[src/rtl/ddrb_pkg.sv]
package ddrb_pkg;
    localparam int RATIO      = 4;
    localparam int PH_W       = $clog2(RATIO);
    localparam int HBANK_W    = 2;
    localparam int DBANK_W    = 3;
    localparam int ADDR_W     = 14;
    localparam int DBEAT_W    = 8;
    localparam int DBUS_W     = 2 * DBEAT_W;
    localparam int HBUS_W     = 2 * DBUS_W;
    localparam int NUM_BANKS  = 1 << HBANK_W;
    localparam int CL_DEV     = 8;
    localparam int CWL_DEV    = 6;
    localparam int HOST_CL    = 3;
    localparam int ISSUE_SLOT = 1;

    typedef enum logic [2:0] {
        CMD_NOP = 3'd0,
        CMD_ACT = 3'd1,
        CMD_RD  = 3'd2,
        CMD_WR  = 3'd3,
        CMD_PRE = 3'd4
    } cmd_t;

    typedef struct packed {
        cmd_t               cmd;
        logic [HBANK_W-1:0] bank;
        logic [ADDR_W-1:0]  addr;
    } host_req_t;

    function automatic cmd_t decode_cmd(input logic [2:0] code);
        case (code)
            3'd1:    return CMD_ACT;
            3'd2:    return CMD_RD;
            3'd3:    return CMD_WR;
            3'd4:    return CMD_PRE;
            default: return CMD_NOP;
        endcase
    endfunction

    function automatic logic [DBANK_W-1:0] to_dev_bank(input logic [HBANK_W-1:0] b);
        return {{(DBANK_W-HBANK_W){1'b0}}, b};
    endfunction

    function automatic int max3(input int a, input int b, input int c);
        int m;
        m = (a > b) ? a : b;
        return (m > c) ? m : c;
    endfunction
endpackage

[src/rtl/bank_timing_guard.sv]
module bank_timing_guard import ddrb_pkg::*; #(
    parameter int T_RCD = 8,
    parameter int T_RAS = 20,
    parameter int T_RP  = 8,
    parameter int CNT_W = 5
) (
    input  logic clk,
    input  logic rst,
    input  logic sel,
    input  logic issue,
    input  cmd_t cmd,
    output logic allow
);
    localparam logic [CNT_W-1:0] SAT = CNT_W'(max3(T_RCD, T_RAS, T_RP));

    logic             open_q;
    logic [CNT_W-1:0] since_q;
    logic             restart;

    always_comb begin
        case (cmd)
            CMD_ACT: allow = !open_q && (since_q >= CNT_W'(T_RP));
            CMD_RD,
            CMD_WR:  allow = open_q && (since_q >= CNT_W'(T_RCD));
            CMD_PRE: allow = !open_q || (since_q >= CNT_W'(T_RAS));
            default: allow = 1'b0;
        endcase
    end

    assign restart = issue && sel && allow &&
                     ((cmd == CMD_ACT) || (cmd == CMD_PRE && open_q));

    always_ff @(posedge clk) begin
        if (rst) begin
            open_q  <= 1'b0;
            since_q <= SAT;
        end else if (restart) begin
            open_q  <= (cmd == CMD_ACT);
            since_q <= CNT_W'(1);
        end else if (since_q != SAT) begin
            since_q <= since_q + 1'b1;
        end
    end

    AST_RESTART_FROM_SAFE: assert property (@(posedge clk) disable iff (rst)
        restart |=> (since_q == CNT_W'(1)));
endmodule

[src/rtl/wr_beat_path.sv]
module wr_beat_path import ddrb_pkg::*; #(
    parameter int CWL = CWL_DEV
) (
    input  logic              clk,
    input  logic              rst,
    input  logic              slot0,
    input  logic              start,
    input  logic [HBUS_W-1:0] host_wdata,
    output logic [DBUS_W-1:0] dev_wdq,
    output logic              dev_wen
);
    logic [CWL:0]        pend_q;
    logic [HBUS_W-1:0]   wbuf_q;

    always_ff @(posedge clk) begin
        if (rst) begin
            pend_q  <= '0;
            wbuf_q  <= '0;
            dev_wdq <= '0;
            dev_wen <= 1'b0;
        end else begin
            pend_q <= {pend_q[CWL-1:0], start};
            if (slot0) wbuf_q <= host_wdata;
            if (pend_q[CWL-1]) begin
                dev_wdq <= wbuf_q[DBUS_W-1:0];
                dev_wen <= 1'b1;
            end else if (pend_q[CWL]) begin
                dev_wdq <= wbuf_q[HBUS_W-1:DBUS_W];
                dev_wen <= 1'b1;
            end else begin
                dev_wen <= 1'b0;
            end
        end
    end

    AST_WEN_PAIRED: assert property (@(posedge clk) disable iff (rst)
        $rose(dev_wen) |=> dev_wen);
    AST_WEN_NO_TRIPLE: assert property (@(posedge clk) disable iff (rst)
        (dev_wen && $past(dev_wen)) |=> !dev_wen);
endmodule

[src/rtl/rd_beat_path.sv]
module rd_beat_path import ddrb_pkg::*; #(
    parameter int CL = CL_DEV
) (
    input  logic              clk,
    input  logic              rst,
    input  logic              last_slot,
    input  logic              start,
    input  logic [DBUS_W-1:0] dev_rdq,
    output logic [HBUS_W-1:0] host_rdata,
    output logic              host_rvalid
);
    logic [CL+1:0]       pend_q;
    logic [DBUS_W-1:0]   first_q;

    always_ff @(posedge clk) begin
        if (rst) begin
            pend_q      <= '0;
            first_q     <= '0;
            host_rdata  <= '0;
            host_rvalid <= 1'b0;
        end else begin
            pend_q <= {pend_q[CL:0], start};
            if (pend_q[CL]) first_q <= dev_rdq;
            if (pend_q[CL+1]) begin
                host_rdata  <= {dev_rdq, first_q};
                host_rvalid <= 1'b1;
            end else if (last_slot) begin
                host_rvalid <= 1'b0;
            end
        end
    end

    AST_RVALID_HELD: assert property (@(posedge clk) disable iff (rst)
        $rose(host_rvalid) |=> host_rvalid);
    AST_RVALID_ONLY_AT_SLOT0: assert property (@(posedge clk) disable iff (rst)
        $rose(host_rvalid) |-> $past(last_slot));
endmodule

[src/rtl/ddr_width_bridge.sv]
module ddr_width_bridge import ddrb_pkg::*; #(
    parameter int T_RCD_CK = 8,
    parameter int T_RAS_CK = 20,
    parameter int T_RP_CK  = 8
) (
    input  logic               clk,
    input  logic               rst,
    input  logic               init_done,
    input  logic [2:0]         host_cmd,
    input  logic [HBANK_W-1:0] host_bank,
    input  logic [ADDR_W-1:0]  host_addr,
    input  logic [HBUS_W-1:0]  host_wdata,
    output logic [HBUS_W-1:0]  host_rdata,
    output logic               host_rvalid,
    output logic [2:0]         dev_cmd,
    output logic [DBANK_W-1:0] dev_bank,
    output logic [ADDR_W-1:0]  dev_addr,
    output logic [DBUS_W-1:0]  dev_wdq,
    output logic               dev_wen,
    input  logic [DBUS_W-1:0]  dev_rdq
);
    localparam int T_SAT = max3(T_RCD_CK, T_RAS_CK, T_RP_CK);
    localparam int CNT_W = $clog2(T_SAT + 1);

    logic [PH_W-1:0]      ph_q;
    host_req_t            req_q;
    logic                 init_q;
    logic [NUM_BANKS-1:0] bank_ok;
    logic                 issue_edge;
    logic                 fire;
    cmd_t                 dev_cmd_q;

    always_ff @(posedge clk) begin
        if (rst)                            ph_q <= '0;
        else if (ph_q == PH_W'(RATIO - 1))  ph_q <= '0;
        else                                ph_q <= ph_q + 1'b1;
    end

    always_ff @(posedge clk) begin
        if (rst) begin
            req_q  <= '{cmd: CMD_NOP, bank: '0, addr: '0};
            init_q <= 1'b0;
        end else if (ph_q == '0) begin
            req_q  <= '{cmd: decode_cmd(host_cmd), bank: host_bank, addr: host_addr};
            init_q <= init_done;
        end
    end

    assign issue_edge = (ph_q == PH_W'(ISSUE_SLOT));
    assign fire = issue_edge && init_q && (req_q.cmd != CMD_NOP) && bank_ok[req_q.bank];

    for (genvar g = 0; g < NUM_BANKS; g++) begin : g_guard
        bank_timing_guard #(
            .T_RCD(T_RCD_CK), .T_RAS(T_RAS_CK), .T_RP(T_RP_CK), .CNT_W(CNT_W)
        ) u_guard (
            .clk   (clk),
            .rst   (rst),
            .sel   (req_q.bank == HBANK_W'(g)),
            .issue (issue_edge && init_q),
            .cmd   (req_q.cmd),
            .allow (bank_ok[g])
        );
    end

    always_ff @(posedge clk) begin
        if (rst) begin
            dev_cmd_q <= CMD_NOP;
            dev_bank  <= '0;
            dev_addr  <= '0;
        end else if (fire) begin
            dev_cmd_q <= req_q.cmd;
            dev_bank  <= to_dev_bank(req_q.bank);
            dev_addr  <= req_q.addr;
        end else begin
            dev_cmd_q <= CMD_NOP;
        end
    end

    assign dev_cmd = dev_cmd_q;

    wr_beat_path #(.CWL(CWL_DEV)) u_wr (
        .clk        (clk),
        .rst        (rst),
        .slot0      (ph_q == '0),
        .start      (fire && req_q.cmd == CMD_WR),
        .host_wdata (host_wdata),
        .dev_wdq    (dev_wdq),
        .dev_wen    (dev_wen)
    );

    rd_beat_path #(.CL(CL_DEV)) u_rd (
        .clk         (clk),
        .rst         (rst),
        .last_slot   (ph_q == PH_W'(RATIO - 1)),
        .start       (fire && req_q.cmd == CMD_RD),
        .dev_rdq     (dev_rdq),
        .host_rdata  (host_rdata),
        .host_rvalid (host_rvalid)
    );

    AST_CMD_IN_FIXED_SLOT: assert property (@(posedge clk) disable iff (rst)
        (dev_cmd != 3'd0) |-> (ph_q == PH_W'(ISSUE_SLOT + 1)));
    AST_CMD_ONE_CYCLE: assert property (@(posedge clk) disable iff (rst)
        (dev_cmd != 3'd0) |=> (dev_cmd == 3'd0));
    AST_UPPER_BANKS_IDLE: assert property (@(posedge clk) disable iff (rst)
        (dev_cmd != 3'd0) |-> !dev_bank[DBANK_W-1]);
    AST_NO_CMD_BEFORE_INIT: assert property (@(posedge clk) disable iff (rst)
        !$past(init_done) |-> (dev_cmd == 3'd0));
    AST_WR_LATENCY: assert property (@(posedge clk) disable iff (rst)
        $rose(dev_wen) |-> ($past(dev_cmd, CWL_DEV) == 3'd3));
    AST_RD_LATENCY: assert property (@(posedge clk) disable iff (rst)
        $rose(host_rvalid) |-> ($past(dev_cmd, HOST_CL*RATIO - ISSUE_SLOT - 1) == 3'd2));
endmodule

[config.mk]
export PLATFORM = sky130hd
export DESIGN_NAME = ddr_width_bridge
export DESIGN_NICKNAME = d
export VERILOG_FILES = /design/src/rtl/ddrb_pkg.sv /design/src/rtl/bank_timing_guard.sv /design/src/rtl/wr_beat_path.sv /design/src/rtl/rd_beat_path.sv /design/src/rtl/ddr_width_bridge.sv
export SDC_FILE = /design/constraint.sdc
export NUM_CORES = 1
export LEC_CHECK = 0
export BUFFER_PORTS_ARGS = -buffer_cell sky130_fd_sc_hd__buf_4
export CORE_MARGIN = 2
export CORE_UTILIZATION = 40
export DETAILED_ROUTE_END_ITERATION = 6
export HOLD_SLACK_MARGIN = 0.08
export PLACE_DENSITY_LB_ADDON = 0.1
export SYNTH_ARGS = -nofsm -noshare
export SYNTH_HDL_FRONTEND = slang
export SYNTH_SLANG_ARGS = --single-unit
[constraint.sdc]
create_clock -name clk -period 1.7 [get_ports clk]
set_input_delay 0.51 -clock clk [delete_from_list [all_inputs] [get_ports clk]]
set_output_delay 0.51 -clock clk [all_outputs]
set_load 0.05 [all_outputs]
==> run_results.csv <==
group,metric,value,unit
routing,vias,5388,
clock_network,postCtsHoldBufs,0,
global_routing,grt_max_degree,77,
sta,fin_skew,0.009837,ns
global_routing,antenna_found_initial,0,
critical_path,crit_type,"reg2reg",
pwr,p_leak,0.003945,uW
logic_synthesis,synth_top_cells_by_area,"dfxtp_1, mux2i_1, nor2_1",
critical_path,crit_fanout,9,
logic_synthesis,synthArstFlopShare,0,
logic_synthesis,yosys_warnings,0,
logic_synthesis,yosysUniqueCellTypes,44,
clock_network,cts_buffers,17,
routing,drtIter0Drc,237,
logic_synthesis,synth_edf_count,0,
worst_hold_path,hp-class,"in2reg",
critical_path,critPathCaptureType,"flip-flop",
die,die-area,0.01886,sq mm
clock_network,clockBufferDepth,2,
global_routing,grt_pass1_vias,5419,
logic_synthesis,synth_commonest_cells,"dfxtp_1, nor2_1, mux2i_1",
logic_synthesis,yosys.cell_count.top_type,"dfxtp_1",
sta,rsz0062_at_grt,"yes",
status,status,"complete, but fails checks",
routing,drt-total-wl,15460,um
cells_and_area,drive_above_1_share,0.2789,
logic_synthesis,synth_top_cell_area_share,0.5068,
cells_and_area,num_antenna_cells,0,
die,fp.dieH,137.3,um
critical_path,required,2.06,ns
critical_path,r2r_slack,-0.23,ns
pwr,ir_drop,0.7551,mV
placement,preCtsSetupSlack,-0.3965,ns
sta,fmax,0.5181,GHz
logic_synthesis,synth_area,0.007111,sq mm
sta,min_period,1.930,ns
die,pin_count,140,
status,violations,"setup timing",
global_routing,grt_overflow,0,
clock_network,cts_tree,"done",
global_routing,grt_first_pass_wirelength,25790,um
routing,first_pass_iters,5,
placement,dp_hpwl,10460,um
logic_synthesis,syn_inst,721,
logic_synthesis,ys_ff_latch,180,
sta,period_share,1.135,
clock_network,clk_latency,0.43,ns
critical_path,start_kind,"flip-flop",
sta,finalSetupViolCount,39,
run,max-cap-violations,0,
logic_synthesis,dominantRegCellSynth,"dfxtp_1",
die,coreArea,0.01736,sq mm
die,start_util,0.4097,
logic_synthesis,syn_area_per_cell,9.862,sq um
routing,postRouteAntennaNets,0,
sta,timing.final.ws_setup,-0.2300,ns
routing,drc,0,
sta,maxSlewViolCount,0,
routing,drt-wirelength-per-cell,13.74,um
critical_path,cp.arrival,2.29,ns
die,num_rows,48,
clock_network,clock-root-buffer,"clkbuf_16",
cells_and_area,fin_util,0.5438,
cells_and_area,area_delta_synth_final,32.75,%
placement,io_buffers,138,
logic_synthesis,synth_top_area_cell,"dfxtp_1",
clock_network,path_clk_slew,0.07,ns
routing,via_per_inst,4.789,
global_routing,track_usage,0.1721,
logic_synthesis,synth_nets,801,
clock_network,cts.sinks,180,
cells_and_area,fill_cells,1552,
placement,finalWeightedCongestion,0.8003,
pwr,p_per_area,993.0,mW/mm^2
sta,hold_violations,0,
logic_synthesis,ys_seq_area_frac,0.5068,
die,dieWidth,137.3,um
pwr,p_total,9373,uW
sta,timing.hold.ws,0.3111,ns
cells_and_area,fin_nets,967,
clock_network,h-tree-depth,4,
==> path summary, 6_finish.rpt <==
kind / from / endpoint / cells past startpoint
max: req_q[16]$_SDFFE_PP0N_ / dev_addr[12]$_SDFFE_PP0P_ / 7
min: host_wdata[9] / u_wr.wbuf_q[9]$_SDFFE_PP0N_ / 3
max reg2reg: req_q[16]$_SDFFE_PP0N_ / dev_addr[12]$_SDFFE_PP0P_ / 7
min reg2reg: u_rd.pend_q[6]$_SDFF_PP0_ / u_rd.pend_q[7]$_SDFF_PP0_ / 1
==> placed cells by master, fill, tap and decap left out, types with 3 or more instances in the layout <==
master and n:
nor3b_1 3, a21oi_1 31, nand3_1 11, a211oi_2 3
nand2b_1 41, dfxtp_1 176, nor2b_1 17, nand4b_1 3
nor3_1 4, clkbuf_16 17, or3b_4 4, inv_6 3
nor2_1 152, buf_4 183, mux2i_1 132, a21oi_2 5
ha_1 9, inv_8 4, buf_12 8, o21bai_1 3
inv_1 12, a21o_1 7, o211ai_1 6, clkinvlp_4 4
nor4b_1 3, o21ai_0 4, xnor2_1 10, nand2_1 10
==> metal layers <==
metal  up-vias  share of wire  GRT usage  routed length (um)
li1       2756              -          -                   -
met1      2490           0.46     0.2181                7182
met2       118           0.46     0.2706                7066
met3        24          0.059    0.05372                 905
met4         0          0.020    0.07388                 302
met5         -              0          0                   0
==> layout make-up <==
| type | count | area [sq um] | share of cell area |
|---|---|---|---|
| sequential | 180 | 3613 | 0.3828 |
| clock buffer | 17 | 425.4 | 0.04507 |
| multi-input combinational | 483 | 3359 | 0.3559 |
| inverter | 12 | 45.04 | 0.004772 |
| tap | 225 | 281.5 | 0.02983 |
| timing repair buffer | 193 | 1549 | 0.1641 |
| clock inverter | 15 | 165.2 | 0.01750 |
==> kinds of logic after synthesis <==
| kind of cell | after synthesis | synth area share |
|---|---|---|
| buffers and inverters | 58 | 0.03466 |
| and+or+nand+nor | 261 | 0.1825 |
| adders and majority gates | 10 | 0.01760 |
| DFF | 180 | 0.5068 |
| other | 1 | 0.0005274 |
| AOI/OAI and AO/OA | 68 | 0.05860 |
| muxes | 132 | 0.1858 |
| xor gates and xnor gates | 11 | 0.01355 |
==> sequential cells by signal, indices dropped and copies added (netlist names) <==
register,cells
dev_bank,2
u_wr.dev_wen,1
req_q,19
u_rd.host_rvalid,1
u_wr.dev_wdq,16
u_wr.pend_q,7
u_wr.wbuf_q,32
ph_q,2
u_rd.host_rdata,32
g_guard.u_guard.open_q,4
g_guard.u_guard.since_q,20
dev_addr,14
u_rd.pend_q,10
init_q,1
dev_cmd,3
u_rd.first_q,16
==> report_power, final <==
part | switching, uW | internal (uW)
Combinational | 475 | 529
Sequential | 107 | 4370
Clock | 1810 | 2090
Total | 2390 | 6980
==> critical path, cell delays in order, from the launching register on <==
cell	delay [ns]
dfxtp_4	0.39
or3b_4	0.40
a211oi_4	0.28
o41ai_2	0.14
nor4_4	0.16
buf_6	0.17
buf_12	0.14
mux2i_1	0.18
==> per-stage QoR <==
step,std cells,area [sq um],TNS [ns]
after CTS,1123,9383,-3.423
after global routing,1125,9439,-7.709
after detailed placement,1086,8708,-9.667
final,1125,9439,-5.332
after floorplan,721,7118,-1.503
after global placement,1086,8708,-6.814
==> what timing repair did <==
action                                  in CTS  in global routing
resized for setup                           13                 10
pin swaps                                    1                  9
endpoints found under the setup margin      43                 44
hold endpoints to repair                     0                  0
setup buffers                                5                  4
(Power assumes the default switching activity.)
